### config.mk
export PLATFORM = sky130hd
export DESIGN_NAME = vp_power_ctrl
export DESIGN_NICKNAME = d
export VERILOG_FILES = /design/src/rtl/vp_power_ctrl.sv
export SDC_FILE = /design/constraint.sdc
export NUM_CORES = 1
export LEC_CHECK = 0
export BUFFER_PORTS_ARGS = -buffer_cell sky130_fd_sc_hd__clkbuf_2
export CAP_MARGIN = 15
export CORE_UTILIZATION = 40
export CTS_BUF_LIST = sky130_fd_sc_hd__clkbuf_16
export DETAILED_ROUTE_END_ITERATION = 8
export PLACE_DENSITY = 0.75
export REMOVE_ABC_BUFFERS = 1
export SLEW_MARGIN = 20
export SYNTH_ARGS = -nofsm -noshare
export SYNTH_HDL_FRONTEND = slang
export SYNTH_SLANG_ARGS = --single-unit
### constraint.sdc
create_clock -name clk -period 2.1 [get_ports clk]
set_input_delay 0.21 -clock clk [delete_from_list [all_inputs] [get_ports clk]]
set_output_delay 0.21 -clock clk [all_outputs]
set_load 0.02 [all_outputs]
### src/rtl/vp_power_ctrl.sv
module vp_power_ctrl #(
  parameter int NPORT    = 5,
  parameter int SETTLE   = 2,
  parameter int IDLE_MIN = 23
) (
  input  logic             clk,
  input  logic             rst_n,
  input  logic [NPORT-1:0] notice_in,
  input  logic [NPORT-1:0] pkt_arrive,
  input  logic             inject_req,
  input  logic [NPORT-1:0] buf_nonempty,
  input  logic             hot,
  input  logic             perf_policy,
  output logic             vdd_high,
  output logic             pipe_short,
  output logic             notice_out
);
  localparam int SW = (SETTLE   < 2) ? 1 : $clog2(SETTLE + 1);
  localparam int IW = (IDLE_MIN < 2) ? 1 : $clog2(IDLE_MIN + 1);

  typedef enum logic [2:0] {ST_LOW, ST_UP, ST_HI1, ST_HI2, ST_DOWN} state_t;

  state_t         state, state_nx;
  logic [SW-1:0]  settle_cnt;
  logic [IW-1:0]  idle_cnt;
  logic           busy, idle_ok, settle_done, wake;

  assign busy        = |notice_in | |pkt_arrive | inject_req | |buf_nonempty;
  assign idle_ok     = !busy && (idle_cnt == IW'(IDLE_MIN));
  assign settle_done = settle_cnt == SW'(SETTLE - 1);
  assign wake        = hot || perf_policy || busy;

  always_comb begin
    state_nx = state;
    case (state)
      ST_LOW:  if (wake) state_nx = ST_UP;
      ST_UP:   if (settle_done) state_nx = hot ? ST_HI2 : ST_HI1;
      ST_HI1:  if (hot || (!perf_policy && idle_ok)) state_nx = ST_HI2;
      ST_HI2:  if (!hot) state_nx = (!perf_policy && idle_ok) ? ST_DOWN : ST_HI1;
      ST_DOWN: if (wake) state_nx = ST_UP;
               else if (settle_done) state_nx = ST_LOW;
      default: state_nx = ST_LOW;
    endcase
  end

  always_ff @(posedge clk) begin
    if (!rst_n) begin
      state      <= ST_LOW;
      settle_cnt <= '0;
      idle_cnt   <= '0;
      notice_out <= 1'b0;
    end else begin
      state      <= state_nx;
      notice_out <= |pkt_arrive | inject_req;
      if (state != state_nx)  settle_cnt <= '0;
      else if (!settle_done)  settle_cnt <= settle_cnt + SW'(1);
      if (busy)                          idle_cnt <= '0;
      else if (idle_cnt != IW'(IDLE_MIN)) idle_cnt <= idle_cnt + IW'(1);
    end
  end

  assign vdd_high   = (state == ST_UP) || (state == ST_HI1) || (state == ST_HI2);
  assign pipe_short = state == ST_HI1;
endmodule


==> impl_metrics.csv <==
group,metric,value,unit
setup_path,crit_path_start_kind,"flip-flop",
synthesis,synth_edf_count,0,
final_layout,final_common_cell,"clkbuf_2",
synthesis,ys.flop_type,"dfxtp_1",
grt,grt_pass1_wl,2518,um
timing,period_share,79.75,%
power_and_ir_drop,p_leak,0.3431,nW
floorplanning,initial_core_util,43.02,%
hold_path,hold_path_depth,3,
placed_design,placed_cell_area,768.2,sq um
cts,insertion_delay,0.24,ns
synthesis,syn_area,655.6,sq um
power_and_ir_drop,p_sw_share,21.82,%
grt,antenna_found_initial,0,
setup_path,critPathRequiredTime,2.22,ns
floorplanning,dieHeight,42.49,um
setup_path,crit_path_start,"idle_cnt[0]$_SDFFE_PP0P_",
synthesis,ys_types,30,
cts,cts_buffer_depth,2,
floorplanning,fp.dieArea,1805,sq um
timing,worst_pin_slew,0.3284,ns
routing,finalWirelength,1479,um
routing,met2RoutedLength,679,um
setup_path,crit_fanout,6,
timing,hold_violations,0,
timing,setup_viol,0,
power_and_ir_drop,power_frac_clock,53.9,%
placed_design,io_buffers,22,
routing,routed.top_layer,"met4",
hold_path,whs_endpoint,"notice_out$_SDFF_PN0_",
floorplanning,fp.coreArea,1524,sq um
hold_path,hold_class,"input pin to flip-flop",
placed_design,dp_hpwl,1076,um
timing,finalMaxSlewViolations,0,
grt,grt_pass1_vias,594,
outcome,outcome,"complete, no violations",
synthesis,yosysSeqAreaShare,33.59,%
final_layout,drive_above_1_share,31.31,%
cts,hold_buffers,0,
power_and_ir_drop,combPwrFrac,11.3,%
synthesis,ys_seq_elements,11,
power_and_ir_drop,p_int,499.6,uW
routing,firstDrtPassIters,6,
power_and_ir_drop,pwr-share-seq,34.8,%
cts,cts_tree,"built",
timing,slew_headroom,78.03,%
power_and_ir_drop,powerDensity,753.3,nW/um^2
routing,route.met3.wl,117,um
final_layout,fin_area,848.3,sq um
final_layout,synthToLayoutAreaGrowth,29.39,%
cts,cts-resized-gates,0,
setup_path,reg2reg_from,"idle_cnt[0]$_SDFFE_PP0P_",
floorplanning,die_w,42.49,um
cts,post-cts-setup-buffers,0,
routing,vias,660,
flow_run,max_cap_violations,0,
floorplanning,num_rows,14,
timing,tns,0,ns
cts,cts_max_level,1,
timing,rsz0062_at_grt,"no",
grt,grt_overflow_total,0,
timing,fin_crit,1.675,ns
routing,postRouteAntennaNets,0,
timing,fin_skew,0.002569,ns
routing,post-route-drc-count,0,
cts,path_clk_slew,0.04,ns
routing,drt-met1-wl,641,um
cts,cts-root-buf,"clkbuf_16",
synthesis,syn_area_per_cell,8.627,sq um
setup_path,regToRegSetupSlack,0.43,ns
final_layout,antenna_cells,0,
routing,viasPerCell,5.739,
routing,first_iter_violations,12,
hold_path,hold_start,"pkt_arrive[2]",
power_and_ir_drop,ir_worst_vdd,0.4245,mV
final_layout,final_nets,122,
synthesis,yosys_warnings,0,
grt,grt_max_degree,9,
cts,numCtsBuffers,3,
synthesis,synthArstFlopShare,0,%
setup_path,rr_endpoint,"settle_cnt[0]$_SDFFE_PP0N_",
timing,fmax,0.5971,GHz
setup_path,reg2regPathDepth,6,
final_layout,mostFrequentLayoutCells,"22 x clkbuf_2, 11 x dfxtp_1, 8 x nor2_1",
power_and_ir_drop,p_sw,139.4,uW
cts,numClockSinks,11,
setup_path,critical_path_arrival,1.80,ns
routing,wl_per_cell,12.86,um
placed_design,gp_congestion,0.8625,
synthesis,syn_inst,76,
floorplanning,ios,23,
setup_path,worstSetupEndpointType,"flip-flop",
setup_path,critPathKind,"flip-flop to flip-flop",
grt,grt.total_usage,18.74,%
[final cells by class]
cell class | instances | area [sq um]
fill | 140 | 675.6
inverter | 5 | 18.77
tap | 16 | 20.02
clock buffer | 3 | 75.07
multi-input combinational | 57 | 399.1
clock inverter | 1 | 5.005
sequential | 11 | 220.2
timing repair buffer | 22 | 110.1
[state kept, by name, indices dropped and copies added (netlist names)]
register	flops
state	3
settle_cnt	2
notice_out	1
idle_cnt	5
[metal layers]
layer,vias to the layer above,global-route usage (%)
met4,0,11.25
met5,-,0
li1,334,-
met1,281,23.75
met3,5,3.017
met2,40,29.54
[worst max-delay path by stage]
stage | to | cells past startpoint | slack (ns)
after global placement | settle_cnt[1]$_SDFFE_PP0N_ | 6 | 0.55
final | settle_cnt[0]$_SDFFE_PP0N_ | 6 | 0.43
after CTS | settle_cnt[0]$_SDFFE_PP0N_ | 6 | 0.41
after floorplan | settle_cnt[0]$_SDFFE_PP0N_ | 5 | 0.61
after detailed placement | settle_cnt[0]$_SDFFE_PP0N_ | 6 | 0.50
after global routing | settle_cnt[1]$_SDFFE_PP0N_ | 6 | 0.30
[logic make-up after synthesis]
kind of cell | Yosys count | synth area share [%]
xor+xnor | 5 | 6.681
simple gates | 35 | 34.92
flops | 11 | 33.59
compound gates | 15 | 15.46
buf+inv | 8 | 5.534
fa+ha+maj | 2 | 3.816
[worst max-delay path: stages, from the launching register on]
cell       delay [ns]
dfxtp_1          0.36
ha_1             0.24
and4b_1          0.34
nand4b_1         0.14
o2111ai_1        0.23
o32a_1           0.19
nor3_1           0.06
[stage by stage]
step | cells | util, % | total power [mW] | setup slack, ns | hold slack [ns]
2_1_floorplan | 73 | - | 0.2624 | 0.6101 | 0.3598
3_5_place_dp | 111 | 50.41 | 0.2959 | 0.4961 | 0.4738
3_3_place_gp | 111 | 50.41 | 0.2952 | 0.5477 | 0.4756
4_1_cts | 115 | 55.67 | 0.6464 | 0.4064 | 0.2634
5_1_grt | 115 | 55.67 | 0.6715 | 0.2951 | 0.2841
6_report | 115 | 55.67 | 0.6390 | 0.4253 | 0.2573
[cells in the mapped netlist (2+ instances only)]
master | count | area share (%)
dfxtp_1 | 11 | 34
nor2_1 | 8 | 4.6
a21oi_1 | 7 | 5.3
inv_1 | 5 | 2.9
nand2_1 | 5 | 2.9
nor3_1 | 5 | 3.8
nand4b_1 | 3 | 4.0
xor2_1 | 3 | 4.0
a31oi_1 | 2 | 1.9
ha_1 | 2 | 3.8
nand3_1 | 2 | 1.5
nand4_1 | 2 | 1.9
nor4_1 | 2 | 1.9
nor4_2 | 2 | 3.8
xnor2_1 | 2 | 2.7
[power groups by stage]
stage / clock network [mW] / registers (mW) / logic, mW
3_3_place_gp: 0 / 0.226 / 0.0695
3_5_place_dp: 0 / 0.226 / 0.0702
6_report: 0.344 / 0.222 / 0.0723
2_1_floorplan: 0 / 0.226 / 0.0368
5_1_grt: 0.368 / 0.223 / 0.0813
4_1_cts: 0.351 / 0.222 / 0.0728
No activity file was read; power rests on OpenSTA's default activity.
